**src/rtl/mu_regs_pkg.sv**
```systemverilog
package mu_regs_pkg;

   // Register byte offsets
   localparam logic [7:0] OFF_PEND  = 8'h00;
   localparam logic [7:0] OFF_ENA   = 8'h04;
   localparam logic [7:0] OFF_DATA  = 8'h40;
   localparam logic [7:0] OFF_IEN   = 8'h44;
   localparam logic [7:0] OFF_IDENT = 8'h48;
   localparam logic [7:0] OFF_LCTL  = 8'h4C;
   localparam logic [7:0] OFF_MCTL  = 8'h50;
   localparam logic [7:0] OFF_LSTAT = 8'h54;
   localparam logic [7:0] OFF_MSTAT = 8'h58;
   localparam logic [7:0] OFF_SCR   = 8'h5C;
   localparam logic [7:0] OFF_XCTL  = 8'h60;
   localparam logic [7:0] OFF_XSTAT = 8'h64;
   localparam logic [7:0] OFF_BAUD  = 8'h68;

   // Fixed readback values
   localparam logic [31:0] IEN_FIXED   = 32'h0000_00C0;
   localparam logic [31:0] IDENT_FIXED = 32'h0000_00C0;
   localparam logic [31:0] LSTAT_IDLE  = 32'h0000_0060;
   localparam logic [31:0] XSTAT_IDLE  = 32'h0000_030E;
   localparam logic [31:0] ENA_VALUE   = 32'h0000_0001;
   localparam logic [31:0] XCTL_VALUE  = 32'h0000_0003;
   localparam int          XSTAT_LVL_LSB = 16;

   // Interrupt source bits: bit 0 receive, bit 1 transmit
   typedef struct packed {
      logic tx;
      logic rx;
   } irq_bits_t;

endpackage

```
**src/rtl/mu_rx_ring.sv**
```systemverilog
module mu_rx_ring #(
   parameter int DEPTH = 8,
   parameter int DW    = 8,
   localparam int PTR_W = (DEPTH > 1) ? $clog2(DEPTH) : 1,
   localparam int CNT_W = $clog2(DEPTH + 1)
) (
   input  logic             clk,
   input  logic             rst_n,
   input  logic             push,
   input  logic [DW-1:0]    push_data,
   input  logic             pop_req,
   input  logic             flush,
   output logic [DW-1:0]    head_data,
   output logic [CNT_W-1:0] count,
   output logic             not_full
);
   localparam int  SUM_W  = CNT_W + 1;
   localparam bit  IS_POW2 = ((DEPTH & (DEPTH - 1)) == 0);

   if (DEPTH < 2) begin : g_bad_depth
      $error("mu_rx_ring: DEPTH must be at least 2");
   end

   logic [DW-1:0]    mem [DEPTH];
   logic [PTR_W-1:0] rd_ptr;
   logic [PTR_W-1:0] nxt_ptr;
   logic [PTR_W-1:0] wr_idx;
   logic [SUM_W-1:0] wr_sum;
   logic [CNT_W-1:0] cnt;
   logic             do_push;
   logic             do_pop;

   assign not_full  = (cnt < CNT_W'(DEPTH));
   assign do_push   = push && not_full && !flush;
   assign do_pop    = pop_req && (cnt != '0);
   assign wr_sum    = SUM_W'(rd_ptr) + SUM_W'(cnt);
   assign head_data = mem[rd_ptr];
   assign count     = cnt;

   // Modulo arithmetic: free wrap for powers of two, compare otherwise
   if (IS_POW2) begin : g_wrap_pow2
      assign wr_idx  = wr_sum[PTR_W-1:0];
      assign nxt_ptr = rd_ptr + PTR_W'(1);
   end else begin : g_wrap_cmp
      assign wr_idx  = (wr_sum >= SUM_W'(DEPTH)) ? PTR_W'(wr_sum - SUM_W'(DEPTH))
                                                 : PTR_W'(wr_sum);
      assign nxt_ptr = (rd_ptr == PTR_W'(DEPTH - 1)) ? '0 : rd_ptr + PTR_W'(1);
   end

   always_ff @(posedge clk) begin
      if (do_push) mem[wr_idx] <= push_data;
   end

   always_ff @(posedge clk) begin
      if (!rst_n) begin
         rd_ptr <= '0;
         cnt    <= '0;
      end else begin
         if (do_pop) rd_ptr <= nxt_ptr;
         if (flush) cnt <= '0;
         else       cnt <= cnt + CNT_W'(do_push) - CNT_W'(do_pop);
      end
   end


   count_bound_chk: assert property (@(posedge clk) disable iff (!rst_n)
      cnt <= CNT_W'(DEPTH));


   flush_clears_chk: assert property (@(posedge clk) disable iff (!rst_n)
      flush |=> (count == '0));


   pop_dec_chk: assert property (@(posedge clk) disable iff (!rst_n)
      (pop_req && !push && !flush && count != '0) |=> (count == $past(count) - CNT_W'(1)));


   empty_read_hold_chk: assert property (@(posedge clk) disable iff (!rst_n)
      (pop_req && !push && !flush && count == '0) |=> (count == '0 && $stable(rd_ptr)));

endmodule

```
**src/rtl/mu_irq_ctrl.sv**
```systemverilog
module mu_irq_ctrl
   import mu_regs_pkg::*;
(
   input  logic      clk,
   input  logic      rst_n,
   input  logic      ien_we,
   input  logic [1:0] ien_wdata,
   input  logic      rx_nonempty,
   output irq_bits_t ien_q,
   output irq_bits_t pend,
   output logic      irq
);
   always_ff @(posedge clk) begin
      if (!rst_n)      ien_q <= '0;
      else if (ien_we) ien_q <= irq_bits_t'(ien_wdata);
   end

   always_comb begin
      pend.rx = ien_q.rx && rx_nonempty;
      pend.tx = ien_q.tx;
   end

   assign irq = pend.rx || pend.tx;


   tx_irq_chk: assert property (@(posedge clk) disable iff (!rst_n)
      ien_q.tx |-> irq);


   irq_quiet_chk: assert property (@(posedge clk) disable iff (!rst_n)
      (!ien_q.tx && !(ien_q.rx && rx_nonempty)) |-> !irq);

endmodule

```
**src/rtl/mini_uart_regs.sv**
```systemverilog
module mini_uart_regs
   import mu_regs_pkg::*;
#(
   parameter int DEPTH  = 8,
   parameter int ADDR_W = 8
) (
   input  logic              clk,
   input  logic              rst_n,
   input  logic [ADDR_W-1:0] bus_addr,
   input  logic              bus_rd,
   input  logic              bus_wr,
   input  logic [31:0]       bus_wdata,
   output logic [31:0]       bus_rdata,
   input  logic              rx_valid,
   input  logic [7:0]        rx_data,
   output logic              rx_ready,
   output logic              tx_valid,
   output logic [7:0]        tx_data,
   output logic              irq
);
   localparam int CNT_W = $clog2(DEPTH + 1);

   if (ADDR_W < 7) begin : g_bad_addr
      $error("mini_uart_regs: ADDR_W must cover offset 0x68");
   end
   if (CNT_W > 32 - XSTAT_LVL_LSB) begin : g_bad_level
      $error("mini_uart_regs: fill count does not fit the status word");
   end

   logic             hit_data, hit_ien, hit_ident;
   logic             pop_req, flush, push;
   logic [7:0]       head_data;
   logic [CNT_W-1:0] fill;
   logic             nonempty;
   irq_bits_t        ien_q, pend;
   logic             unused_bits;

   assign hit_data  = (bus_addr == ADDR_W'(OFF_DATA));
   assign hit_ien   = (bus_addr == ADDR_W'(OFF_IEN));
   assign hit_ident = (bus_addr == ADDR_W'(OFF_IDENT));

   assign pop_req  = bus_rd && hit_data;
   assign flush    = bus_wr && hit_ident && bus_wdata[1];
   assign push     = rx_valid && rx_ready;
   assign nonempty = (fill != '0);
   assign unused_bits = ^{bus_wdata[31:8], pend};

   mu_rx_ring #(.DEPTH(DEPTH), .DW(8)) u_ring (
      .clk       (clk),
      .rst_n     (rst_n),
      .push      (push),
      .push_data (rx_data),
      .pop_req   (pop_req),
      .flush     (flush),
      .head_data (head_data),
      .count     (fill),
      .not_full  (rx_ready)
   );

   mu_irq_ctrl u_irq (
      .clk         (clk),
      .rst_n       (rst_n),
      .ien_we      (bus_wr && hit_ien),
      .ien_wdata   (bus_wdata[1:0]),
      .rx_nonempty (nonempty),
      .ien_q       (ien_q),
      .pend        (pend),
      .irq         (irq)
   );

   // Transmit: drains at once, one-cycle pulse per data write
   always_ff @(posedge clk) begin
      if (!rst_n) begin
         tx_valid <= 1'b0;
         tx_data  <= '0;
      end else begin
         tx_valid <= bus_wr && hit_data;
         if (bus_wr && hit_data) tx_data <= bus_wdata[7:0];
      end
   end

   // Read mux
   always_comb begin
      bus_rdata = '0;
      case (bus_addr)
         ADDR_W'(OFF_PEND):  bus_rdata = {31'b0, irq};
         ADDR_W'(OFF_ENA):   bus_rdata = ENA_VALUE;
         ADDR_W'(OFF_DATA):  bus_rdata = {24'b0, head_data};
         ADDR_W'(OFF_IEN):   bus_rdata = IEN_FIXED | {30'b0, ien_q};
         ADDR_W'(OFF_IDENT): bus_rdata = IDENT_FIXED
                                       | (nonempty ? 32'h4 : 32'h2)
                                       | {31'b0, !irq};
         ADDR_W'(OFF_LSTAT): bus_rdata = LSTAT_IDLE | {31'b0, nonempty};
         ADDR_W'(OFF_XCTL):  bus_rdata = XCTL_VALUE;
         ADDR_W'(OFF_XSTAT): bus_rdata = XSTAT_IDLE | {31'b0, nonempty}
                                       | (32'(fill) << XSTAT_LVL_LSB);
         default:            bus_rdata = '0;
      endcase
   end


   tx_pulse_chk: assert property (@(posedge clk) disable iff (!rst_n)
      (bus_wr && hit_data) |=> (tx_valid && tx_data == $past(bus_wdata[7:0])));


   tx_single_chk: assert property (@(posedge clk) disable iff (!rst_n)
      !(bus_wr && hit_data) |=> !tx_valid);

endmodule

```
**config.mk**
```make
export PLATFORM = sky130hd
export DESIGN_NAME = mini_uart_regs
export DESIGN_NICKNAME = d
export VERILOG_FILES = /design/src/rtl/mu_regs_pkg.sv /design/src/rtl/mu_rx_ring.sv /design/src/rtl/mu_irq_ctrl.sv /design/src/rtl/mini_uart_regs.sv
export SDC_FILE = /design/constraint.sdc
export NUM_CORES = 1
export LEC_CHECK = 0
export BUFFER_PORTS_ARGS = -buffer_cell sky130_fd_sc_hd__clkbuf_2
export CAP_MARGIN = 30
export CORE_MARGIN = 4
export CORE_UTILIZATION = 50
export CTS_CLUSTER_SIZE = 10
export DETAILED_ROUTE_END_ITERATION = 10
export PLACE_DENSITY = 0.76
export SYNTH_ARGS = -nofsm -noshare
export SYNTH_HDL_FRONTEND = slang
export SYNTH_SLANG_ARGS = --single-unit
```
**constraint.sdc**
```tcl
create_clock -name clk -period 3.2 [get_ports clk]
set_input_delay 0.32 -clock clk [delete_from_list [all_inputs] [get_ports clk]]
set_output_delay 0.32 -clock clk [all_outputs]
set_load 0.01 [all_outputs]
```
==> flow_summary.yaml <==
logic_synthesis:
  synthCells: 259
  syn-cell-area_um2: 3831
  async_flop_share_pct: 0
  avgSynthCellArea_um2: 14.79
  seq_area_frac_synth_pct: 61.14
  yosysWarnings: 0
  ys_seq_elements: 85
  ys.flop_type: "edfxtp_1"
  synth_cell_types: 44
  synth-edff-count: 64
hold_path:
  holdPathEnd: "tx_data[3]"
  hold_depth: 3
  min_from: "bus_wdata[3]"
  min_path_type: "in2reg"
final_layout:
  drive_gt1_share_pct: 32.12
  diodes: 0
  fillers: 561
  multi_input_comb_area_um2: 1311
  layout_commonest_cell: "edfxtp_1"
  nets: 387
  most-common-layout-cells: "edfxtp_1, clkbuf_2, nor2_1"
  final_cells: 429
  layout.area.seq_um2: 2342
  fin_util_pct: 59.99
  area_delta_synth_final_pct: 14.79
clock_network:
  clkLatencyLatePin_ns: 0.36
  cts_buffers: 9
  h-tree-depth: 3
  cts-resized-gates: 0
  cts.sinks: 85
  clock_path_buffers: 2
  cts_hold_buf: 0
  cts_tree: "yes"
  cts.clk_slew.worst_paths_ns: 0.09
  cts_root_buf: "clkbuf_8"
  cts_setup_buffers: 0
timing:
  period_share_pct: 82.86
  hold_viol: 0
  layout_min_cycle_time_ns: 2.651
  rsz0062_at_grt: "false"
  fin_hold_ws_ns: 0.1911
  max_slew_margin_pct: 55.22
  setup_tns_ns: 0
  max_freq_mhz: 377.2
  tightest_slew_ns: 0.6707
  slew_violations: 0
  skew_ns: 0.007747
  setup_viol: 0
setup_path:
  r2r_cells: 10
  crit_type: "reg2out"
  endpoint_kind: "primary output"
  r2r-start: "u_ring.count[2]"
  worstPathArrival_ns: 2.33
  r2r-end: "u_ring.count[1]"
  critical_path.max_stage_delay_ns: 0.63
  startpoint_type: "register"
  crit_fanout: 8
  rrSetupSlack_ns: 0.62
  critPathTopFamily: "multiplexers"
  cp_slowest_cell: "dfxtp_1"
  path_cells: "buf_4 -> mux4_2 -> mux2i_1 -> o21ai_0 -> clkbuf_2"
  worstPathBufferInverterCount: 2
  cp.required_ns: 2.88
die:
  die_h_um: 95.54
  start_util_pct: 52.26
  die_w_um: 95.54
  num_rows: 31
  die_area_um2: 9127
  coreArea_um2: 7331
  ios: 96
detailed_routing:
  ant_nets: 0
  finalWirelength_um: 7298
  wire_per_inst_um: 17.01
  drtIter0Drc: 132
  avgViaCountPerCell: 5.233
  drt_drc_violations_left: 0
  vias: 2245
  dr.pass1.iters: 4
grt:
  antenna_found_initial: 0
  gr-total-overflow: 0
  grtUsageTotal_pct: 16.99
  grt_pass1_wl_um: 11160
  grt_pass1_vias: 2138
  grt_max_degree: 17
placement:
  dp.cells: 413
  routabilityCongestion: 0.7775
  dp_hpwl_um: 5335
  io_buffers: 53
power_and_ir_drop:
  vdd_drop_max_mv: 0.2607
  power.density_nw_per_um2: 538.5
  total_leakage_power_nw: 1.737
status:
  status: "finished, final reports clean"
job:
  drv_cap: 0
==> tightest hold or removal path, delay by kind of cell <==
family        cells  cell delay, ns
mux               1            0.05
simple gates      1            0.07
buf+inv           1            0.08
==> Yosys cell counts (all sizes together) (3+ instances only) <==
master  count  area (um2)
nor4b       4       56.30
a21o        3       22.52
nand2       5       18.77
nor2       26       97.59
ha          7       87.58
clkbuf      4       15.01
buf        25       185.2
xnor2       4       35.03
and2        5       31.28
o211ai      3       22.52
mux2i      19       190.2
nand3       5       25.02
o21ai       4       20.02
nor2b       3       18.77
inv        11       41.29
dfxtp      21       420.4
edfxtp     64        1922
mux4       16       360.4
nand2b      3       18.77
==> sequential cells by signal, indices dropped and copies added (netlist names), named ones only <==
| name | flops |
|---|---|
| u_ring.mem | 64 |
| u_ring.count | 4 |
| tx_data | 8 |
| u_ring.rd_ptr | 3 |
| tx_valid | 1 |
| u_irq.ien_q | 2 |
==> metal layers <==
| layer | up-vias | global-route usage (%) | part of all wire [%] |
|---|---|---|---|
| met4 | 0 | 10.19 | 2.8 |
| met5 | - | 0 | 0 |
| met3 | 19 | 3.473 | 7.1 |
| li1 | 1058 | - | - |
| met2 | 80 | 27.62 | 50 |
| met1 | 1088 | 20.87 | 40 |
==> where the power goes <==
group	switching, mW	total, mW	internal, mW
Clock	0.389	0.759	0.370
Combinational	0.187	0.326	0.139
Sequential	0.0224	1.28	1.26
==> cell type report <==
type	count	share of cell area [%]
multi-input cells	151	29.82
inverters	11	0.9388
repair buffers	67	8.421
clock buffers	9	2.817
clock inverters	7	1.935
flip-flops and latches	85	53.26
well taps	99	2.817
==> worst max path at each step <==
stage | startpoint | endpoint | depth (start not counted)
6_report | register | bus_rdata[7] | 5
5_1_grt | register | bus_rdata[7] | 5
4_1_cts | register | bus_rdata[7] | 5
3_5_place_dp | u_ring.count[2] | u_ring.count[1] | 10
3_3_place_gp | u_ring.count[2] | u_ring.count[1] | 10
2_1_floorplan | u_ring.count[3] | u_ring.count[1] | 10
==> stage by stage <==
stage | setup slack [ns] | power (mW) | instance area (um2)
3_3_place_gp | 0.6503 | 1.621 | 4189
6_report | 0.5485 | 2.368 | 4398
3_5_place_dp | 0.6127 | 1.636 | 4189
5_1_grt | 0.3736 | 2.486 | 4398
4_1_cts | 0.4847 | 2.389 | 4398
2_1_floorplan | 0.7886 | 1.536 | 3895
==> logic make-up (layout without fill, tap and decap cells) <==
family,count (synthesis),after routing,share of synthesized area (%)
flops,85,85,61.14
simple gates,66,66,10.29
buf+inv,40,94,6.303
mux,36,36,14.66
compound gates,16,16,2.809
fa+ha+maj,9,9,3.331
xor+xnor,6,6,1.372
other cells,1,18,0.09788
(Power assumes the default switching activity.)
